<file path="src/rtl/pau_pkg.sv">
package pau_pkg;
  typedef enum logic [1:0] {
    SP_BANK = 2'd0,
    SP_COMB = 2'd1,
    SP_CFG  = 2'd2,
    SP_CFGX = 2'd3
  } space_e;
endpackage

</file>
<file path="src/rtl/pau_ptr.sv">
module pau_ptr #(
  parameter int ADDR_W = 9,
  parameter int OFF_W  = 4
) (
  input  logic              clk,
  input  logic              rst_n,
  input  logic [ADDR_W-1:0] lim_i,
  input  logic              load_i,
  input  logic [ADDR_W-1:0] load_addr_i,
  input  logic              restore_i,
  input  logic [ADDR_W-1:0] restore_addr_i,
  input  logic              page_step_i,
  input  logic              seq_step_i,
  output logic [ADDR_W-1:0] ptr_o
);
  logic [ADDR_W-1:0] ptr_q, ptr_d;
  logic              ptr_en;

  // Priority: load, restore at commit, in-page step, sequential step
  always_comb begin
    ptr_d  = ptr_q;
    ptr_en = load_i | restore_i | page_step_i | seq_step_i;
    if (load_i) begin
      ptr_d = load_addr_i;
    end else if (restore_i) begin
      ptr_d = restore_addr_i;
    end else if (page_step_i) begin
      ptr_d = {ptr_q[ADDR_W-1:OFF_W], ptr_q[OFF_W-1:0] + OFF_W'(1)};
    end else if (seq_step_i) begin
      ptr_d = (ptr_q + ADDR_W'(1)) & lim_i;
    end
  end

  always_ff @(posedge clk or negedge rst_n) begin
    if (!rst_n)      ptr_q <= '0;
    else if (ptr_en) ptr_q <= ptr_d;
  end

  assign ptr_o = ptr_q;
endmodule

</file>
<file path="src/rtl/pau_page_buf.sv">
module pau_page_buf #(
  parameter int PAGE_BYTES = 16,
  parameter int DATA_W     = 8,
  localparam int OFF_W     = $clog2(PAGE_BYTES),
  localparam int CNT_W     = $clog2(PAGE_BYTES + 1)
) (
  input  logic                         clk,
  input  logic                         rst_n,
  input  logic                         clr_i,
  input  logic                         wr_i,
  input  logic [OFF_W-1:0]             off_i,
  input  logic [DATA_W-1:0]            data_i,
  output logic [PAGE_BYTES-1:0]        mask_o,
  output logic [CNT_W-1:0]             count_o,
  output logic [PAGE_BYTES*DATA_W-1:0] data_o
);
  logic [PAGE_BYTES-1:0] mask_q, mask_d, sel;
  logic [CNT_W-1:0]      cnt_q, cnt_d;
  logic                  meta_en;

  assign sel     = wr_i ? (PAGE_BYTES'(1) << off_i) : '0;
  assign meta_en = clr_i | wr_i;

  always_comb begin
    if (clr_i) begin
      mask_d = '0;
      cnt_d  = '0;
    end else begin
      mask_d = mask_q | sel;
      cnt_d  = (cnt_q == CNT_W'(PAGE_BYTES)) ? cnt_q : cnt_q + CNT_W'(1);
    end
  end

  always_ff @(posedge clk or negedge rst_n) begin
    if (!rst_n) begin
      mask_q <= '0;
      cnt_q  <= '0;
    end else if (meta_en) begin
      mask_q <= mask_d;
      cnt_q  <= cnt_d;
    end
  end

  for (genvar g = 0; g < PAGE_BYTES; g++) begin : g_slot
    logic [DATA_W-1:0] slot_q;
    always_ff @(posedge clk or negedge rst_n) begin
      if (!rst_n)      slot_q <= '0;
      else if (sel[g]) slot_q <= data_i;
    end
    assign data_o[g*DATA_W +: DATA_W] = slot_q;
  end

  assign mask_o  = mask_q;
  assign count_o = cnt_q;
endmodule

</file>
<file path="src/rtl/pau_commit.sv">
module pau_commit #(
  parameter int ADDR_W     = 9,
  parameter int PAGE_BYTES = 16,
  parameter int DATA_W     = 8,
  localparam int CNT_W     = $clog2(PAGE_BYTES + 1)
) (
  input  logic                         clk,
  input  logic                         rst_n,
  input  logic                         fire_i,
  input  logic [ADDR_W-1:0]            addr_i,
  input  logic [CNT_W-1:0]             count_i,
  input  logic [PAGE_BYTES-1:0]        mask_i,
  input  logic [PAGE_BYTES*DATA_W-1:0] data_i,
  output logic                         valid_o,
  output logic [ADDR_W-1:0]            addr_o,
  output logic [CNT_W-1:0]             count_o,
  output logic [PAGE_BYTES-1:0]        mask_o,
  output logic [PAGE_BYTES*DATA_W-1:0] data_o
);
  always_ff @(posedge clk or negedge rst_n) begin
    if (!rst_n) valid_o <= 1'b0;
    else        valid_o <= fire_i;
  end

  always_ff @(posedge clk or negedge rst_n) begin
    if (!rst_n) begin
      addr_o  <= '0;
      count_o <= '0;
      mask_o  <= '0;
      data_o  <= '0;
    end else if (fire_i) begin
      addr_o  <= addr_i;
      count_o <= count_i;
      mask_o  <= mask_i;
      data_o  <= data_i;
    end
  end
endmodule

</file>
<file path="src/rtl/page_addr_unit.sv">
module page_addr_unit #(
  parameter int BANK_AW    = 8,
  parameter int CFG_AW     = 4,
  parameter int PAGE_BYTES = 16,
  parameter int DATA_W     = 8,
  localparam int ADDR_W    = BANK_AW + 1,
  localparam int OFF_W     = $clog2(PAGE_BYTES),
  localparam int CNT_W     = $clog2(PAGE_BYTES + 1)
) (
  input  logic                         clk,
  input  logic                         rst_n,
  input  logic [1:0]                   space_i,
  input  logic                         load_i,
  input  logic [ADDR_W-1:0]            load_addr_i,
  input  logic                         wr_byte_i,
  input  logic [DATA_W-1:0]            wr_data_i,
  input  logic                         rd_byte_i,
  input  logic                         stop_i,
  output logic [ADDR_W-1:0]            cur_addr_o,
  output logic                         commit_o,
  output logic [ADDR_W-1:0]            commit_addr_o,
  output logic [CNT_W-1:0]             commit_count_o,
  output logic [PAGE_BYTES-1:0]        commit_mask_o,
  output logic [PAGE_BYTES*DATA_W-1:0] commit_data_o
);
  import pau_pkg::*;

  space_e                       space;
  logic [ADDR_W-1:0]            lim, load_m, start_q;
  logic                         sess_q, sess_d, sess_en;
  logic                         wr_ok, rd_step, stop_ev, fire, full;
  logic [PAGE_BYTES-1:0]        buf_mask;
  logic [CNT_W-1:0]             buf_cnt;
  logic [PAGE_BYTES*DATA_W-1:0] buf_data;

  assign space = space_e'(space_i);

  // Wrap limit of the selected space
  always_comb begin
    case (space)
      SP_BANK: lim = ADDR_W'({BANK_AW{1'b1}});
      SP_COMB: lim = '1;
      default: lim = ADDR_W'({CFG_AW{1'b1}});
    endcase
  end

  assign load_m  = load_addr_i & lim;
  assign stop_ev = stop_i & ~load_i;
  assign wr_ok   = wr_byte_i & sess_q & ~load_i & ~stop_i;
  assign rd_step = rd_byte_i & ~load_i & ~stop_i & ~wr_byte_i;
  assign fire    = stop_ev & sess_q & (buf_cnt != '0);
  assign full    = (buf_cnt == CNT_W'(PAGE_BYTES));

  // Write session: opened by an address load, closed by stop or read
  always_comb begin
    sess_en = load_i | stop_ev | rd_step;
    sess_d  = load_i;
  end

  always_ff @(posedge clk or negedge rst_n) begin
    if (!rst_n)       sess_q <= 1'b0;
    else if (sess_en) sess_q <= sess_d;
  end

  always_ff @(posedge clk or negedge rst_n) begin
    if (!rst_n)      start_q <= '0;
    else if (load_i) start_q <= load_m;
  end

  pau_ptr #(.ADDR_W(ADDR_W), .OFF_W(OFF_W)) u_ptr (
    .clk            (clk),
    .rst_n          (rst_n),
    .lim_i          (lim),
    .load_i         (load_i),
    .load_addr_i    (load_m),
    .restore_i      (fire & full),
    .restore_addr_i (start_q),
    .page_step_i    (wr_ok),
    .seq_step_i     (rd_step),
    .ptr_o          (cur_addr_o)
  );

  pau_page_buf #(.PAGE_BYTES(PAGE_BYTES), .DATA_W(DATA_W)) u_buf (
    .clk     (clk),
    .rst_n   (rst_n),
    .clr_i   (load_i),
    .wr_i    (wr_ok),
    .off_i   (cur_addr_o[OFF_W-1:0]),
    .data_i  (wr_data_i),
    .mask_o  (buf_mask),
    .count_o (buf_cnt),
    .data_o  (buf_data)
  );

  pau_commit #(.ADDR_W(ADDR_W), .PAGE_BYTES(PAGE_BYTES), .DATA_W(DATA_W)) u_commit (
    .clk     (clk),
    .rst_n   (rst_n),
    .fire_i  (fire),
    .addr_i  (start_q),
    .count_i (buf_cnt),
    .mask_i  (buf_mask),
    .data_i  (buf_data),
    .valid_o (commit_o),
    .addr_o  (commit_addr_o),
    .count_o (commit_count_o),
    .mask_o  (commit_mask_o),
    .data_o  (commit_data_o)
  );
endmodule

</file>
<file path="config.mk">
export PLATFORM = sky130hd
export DESIGN_NAME = page_addr_unit
export DESIGN_NICKNAME = d
export VERILOG_FILES = /design/src/rtl/pau_pkg.sv /design/src/rtl/pau_ptr.sv /design/src/rtl/pau_page_buf.sv /design/src/rtl/pau_commit.sv /design/src/rtl/page_addr_unit.sv
export SDC_FILE = /design/constraint.sdc
export NUM_CORES = 1
export LEC_CHECK = 0
export CAP_MARGIN = 20
export CORE_UTILIZATION = 58
export DETAILED_ROUTE_END_ITERATION = 7
export PLACE_DENSITY = 0.86
export SYNTH_ARGS = -nofsm -noshare
export SYNTH_HDL_FRONTEND = slang
export SYNTH_SLANG_ARGS = --single-unit
</file>
<file path="constraint.sdc">
create_clock -name clk -period 4.3 [get_ports clk]
set_input_delay 0.645 -clock clk [delete_from_list [all_inputs] [get_ports clk]]
set_output_delay 0.645 -clock clk [all_outputs]
set_load 0.02 [all_outputs]
</file>
==> results.py <==
metrics = {
    "run_status": {
        "outcome": "complete, no violations",
    },
    "worst_setup_path": {
        "critical_path_arrival_ps": 3240,
        "worst_ep_required_time_ps": 4680,
        "critical_path.startpoint_type": "primary input",
        "worst_path_dominant_cell_family": "simple AND/OR/NAND/NOR gates",
        "crit_path_end_kind": "flop",
        "timing.critical_path.cells": "clkdlybuf4s50_1 -> buf_4 -> nand4bb_1 -> nor3_1 -> and2_1 -> mux2_2",
        "worstPathBufferInverterCount": 2,
        "critical_path_fanouts_max": 12,
        "criticalPathCategory": "primary input to flop",
        "worst_path_max_delay_cell": "clkdlybuf4s50_1",
        "crit_path_max_incr_delay_ps": 640,
    },
    "clock_tree": {
        "cts-htree-levels": 2,
        "clockRootBuffer": "clkbuf_16",
        "cts-hold-fix-buffers": 0,
        "clk_pin_slew_worst_paths_ps": 60,
        "cts_max_path_buffers": 3,
        "cts_resizes": 0,
        "cts_inserted_buffers": 34,
        "clk_latency_ps": 500,
        "cts_setup_buffers": 0,
        "tritoncts": "done",
        "clock-sinks": 327,
    },
    "placed_design": {
        "io_port_bufs": 192,
        "gp_routability_congestion": 0.838,
        "hpwl_um": 17800,
    },
    "finish": {
        "antennaDiodeCount": 0,
        "finalCoreUtilization_pct": 74.1,
        "most_common_cell_after_layout_fill_and_taps_aside": "dfrtp_1",
        "multi_input_comb_area_um2": 4290,
        "nets": 1055,
        "proportion_of_layout_cells_with_a_drive_suffix_above_1_pct": 34.1,
        "flow.area_growth_from_synthesis_pct": 25.6,
        "layout.area.seq_um2": 8180,
        "fillerInstances": 1343,
        "most-common-layout-cells": "dfrtp_1, mux2_2, clkdlybuf4s50_1",
    },
    "die": {
        "initial_standard_cell_utilization_of_the_core_pct": 59.0,
        "floorplan.die.width_um": 151,
        "placeableCoreArea_um2": 21800,
        "dieArea_um2": 22700,
        "i_o_pin_count": 193,
        "die_h_um": 151,
        "floorplan.rows": 54,
    },
    "synthesis": {
        "ys_async_sr_fraction_pct": 100,
        "most_common_flop_cell_mapped_by_yosys": "dfrtp_1",
        "synth_cells": 827,
        "postSynthRegisterBits": 327,
        "postSynthNetCount": 860,
        "post-synth-top-area-cell": "dfrtp_1",
        "yosysTopAreaCellShare_pct": 63.8,
        "proportion_of_synthesized_chip_area_in_sequential_cells_pct": 63.8,
        "synthTopCellsByArea": "dfrtp_1, mux2_2, mux2_1",
        "synth-edff-count": 0,
        "synth_cell_type_count": 54,
        "synthesis.area_um2": 12800,
        "ys_warn_count": 0,
        "postSynthAreaPerCell_um2": 15.5,
    },
    "timing": {
        "finalCritPeriodShare_pct": 66.6,
        "maxSlewHeadroom_pct": 25.6,
        "hold_violations": 0,
        "tns_ps": 0,
        "tightestPinTransition_ps": 1110,
        "setup_skew_ps": 10.3,
        "max_clock_freq_mhz": 349,
        "report.final.setup_viol": 0,
        "timing.final.crit_period_ps": 2860,
        "slew_violations": 0,
        "grt_setup_unrepaired": "false",
    },
    "worst_hold_path": {
        "min_path_type": "primary input to async pin",
    },
    "flow_run": {
        "maxcap_violations": 0,
    },
    "routing": {
        "routed-via-count": 7523,
        "starting_drt_drc_count": 457,
        "detail_route.wirelength_um": 27800,
        "postRouteAntennaNets": 0,
        "drt_pass1_iterations": 6,
        "via_to_cell_ratio": 5.68,
        "drt_drc_violations_left": 0,
        "wire_per_inst_um": 21.0,
    },
    "power_and_ir_drop": {
        "vdd_drop_max_mv": 0.305,
        "power_density_nw_per_um2": 511,
        "finalPower_uw": 8230,
        "leakage_uw": 0.00785,
    },
    "global_route": {
        "global_route.usage.total_pct": 25.3,
        "overflow_left_after_global_routing": 0,
        "maximum_number_of_pins_on_one_net_before_global_route_repair": 138,
        "initial_antenna_violation_count": 1,
        "grt_first_pass_wirelength_um": 43400,
        "number_of_global_route_vias_before_repair": 7797,
    },
}
-- area by class of cell --
| class | count | area share (%) |
|---|---|---|
| clock buffers | 47 | 6.29 |
| clock inverters | 11 | 0.699 |
| repair buffers | 204 | 12.9 |
| well taps | 280 | 2.17 |
| inverters | 21 | 0.489 |
| flip-flops and latches | 327 | 50.8 |
| multi-input cells | 434 | 26.6 |
-- stage by stage --
step           std cells  hold WS, ps  worst slack (ps)  instance area [um2]
3_3_place_gp        1265          461              1020                15000
4_1_cts             1323          335              1270                16100
3_5_place_dp        1265          465               919                15000
6_report            1324          276              1440                16100
5_1_grt             1324          352              1180                16100
2_1_floorplan        827          349              2250                12800
-- power breakdown --
part	switching (uW)	total [uW]	leakage (uW)	internal, uW
clock network	1150	2920	0.000562	1770
registers	309	3880	0.00445	3570
logic	659	1430	0.00283	771
-- worst paths after layout --
| check | startpoint | endpoint | slack, ps | depth (start not counted) |
|---|---|---|---|---|
| worst max-delay path | load_i | u_buf.g_slot[1].slot_q[6] | 1440 | 6 |
| worst max register to register | u_buf.count_o[0] | u_commit.data_o[26] | 1650 | 7 |
| max in group asynchronous | rst_n | u_commit.data_o[85] | 3010 | 2 |
| min in group clk | u_buf.g_slot[11].slot_q[3] | u_commit.data_o[91] | 480 | 1 |
| worst min register to register | u_buf.g_slot[11].slot_q[3] | u_commit.data_o[91] | 480 | 1 |
| worst min-delay path | rst_n | u_commit.data_o[61] | 280 | 1 |
-- Yosys cell counts (2+ instances only) --
cell / instances
clkbuf_1: 15
nor2_1: 10
mux2_1: 14
buf_4: 11
buf_2: 10
ha_1: 8
nand3_2: 3
inv_1: 21
xor2_1: 2
o22ai_1: 6
o21ai_0: 3
a211oi_1: 2
nor3b_1: 2
nand2b_1: 2
a21o_1: 5
a222oi_1: 4
and2_1: 4
dfrtp_1: 327
o21a_1: 4
a21oi_1: 21
mux2_4: 8
nor2b_1: 6
nand3_1: 12
a22o_1: 2
nand4_1: 3
mux2_2: 267
nand2_2: 5
and3_1: 6
nand2_1: 7
or2_2: 2
buf_6: 8
nor3_1: 3
a31oi_1: 3
-- layer usage --
layer	wire length (um)	vias up	track usage (%)
li1	-	3326	-
met1	11900	3899	34.7
met2	13600	250	41.2
met3	1710	46	5.00
met4	559	2	7.50
met5	8	-	0
-- flip-flops by register name, summed over array words and instances (netlist names), 5 cells and up --
register and count:
u_buf.g_slot.slot_q 128, u_commit.data_o 128, u_buf.mask_o 16, u_commit.mask_o 16
start_q 9, u_commit.addr_o 9, u_ptr.ptr_o 9, u_buf.count_o 5
u_commit.count_o 5
-- logic make-up (layout without fill, tap and decap cells) --
logic type / count (synthesis) / after routing / synth area share [%]
compound gates: 60 / 60 / 3.34
xor+xnor: 3 / 3 / 0.205
fa+ha+maj: 8 / 8 / 0.780
buf+inv: 66 / 283 / 2.82
flops: 327 / 327 / 63.8
mux: 290 / 290 / 25.7
simple gates: 73 / 73 / 3.40
(Power assumes the default switching activity.)
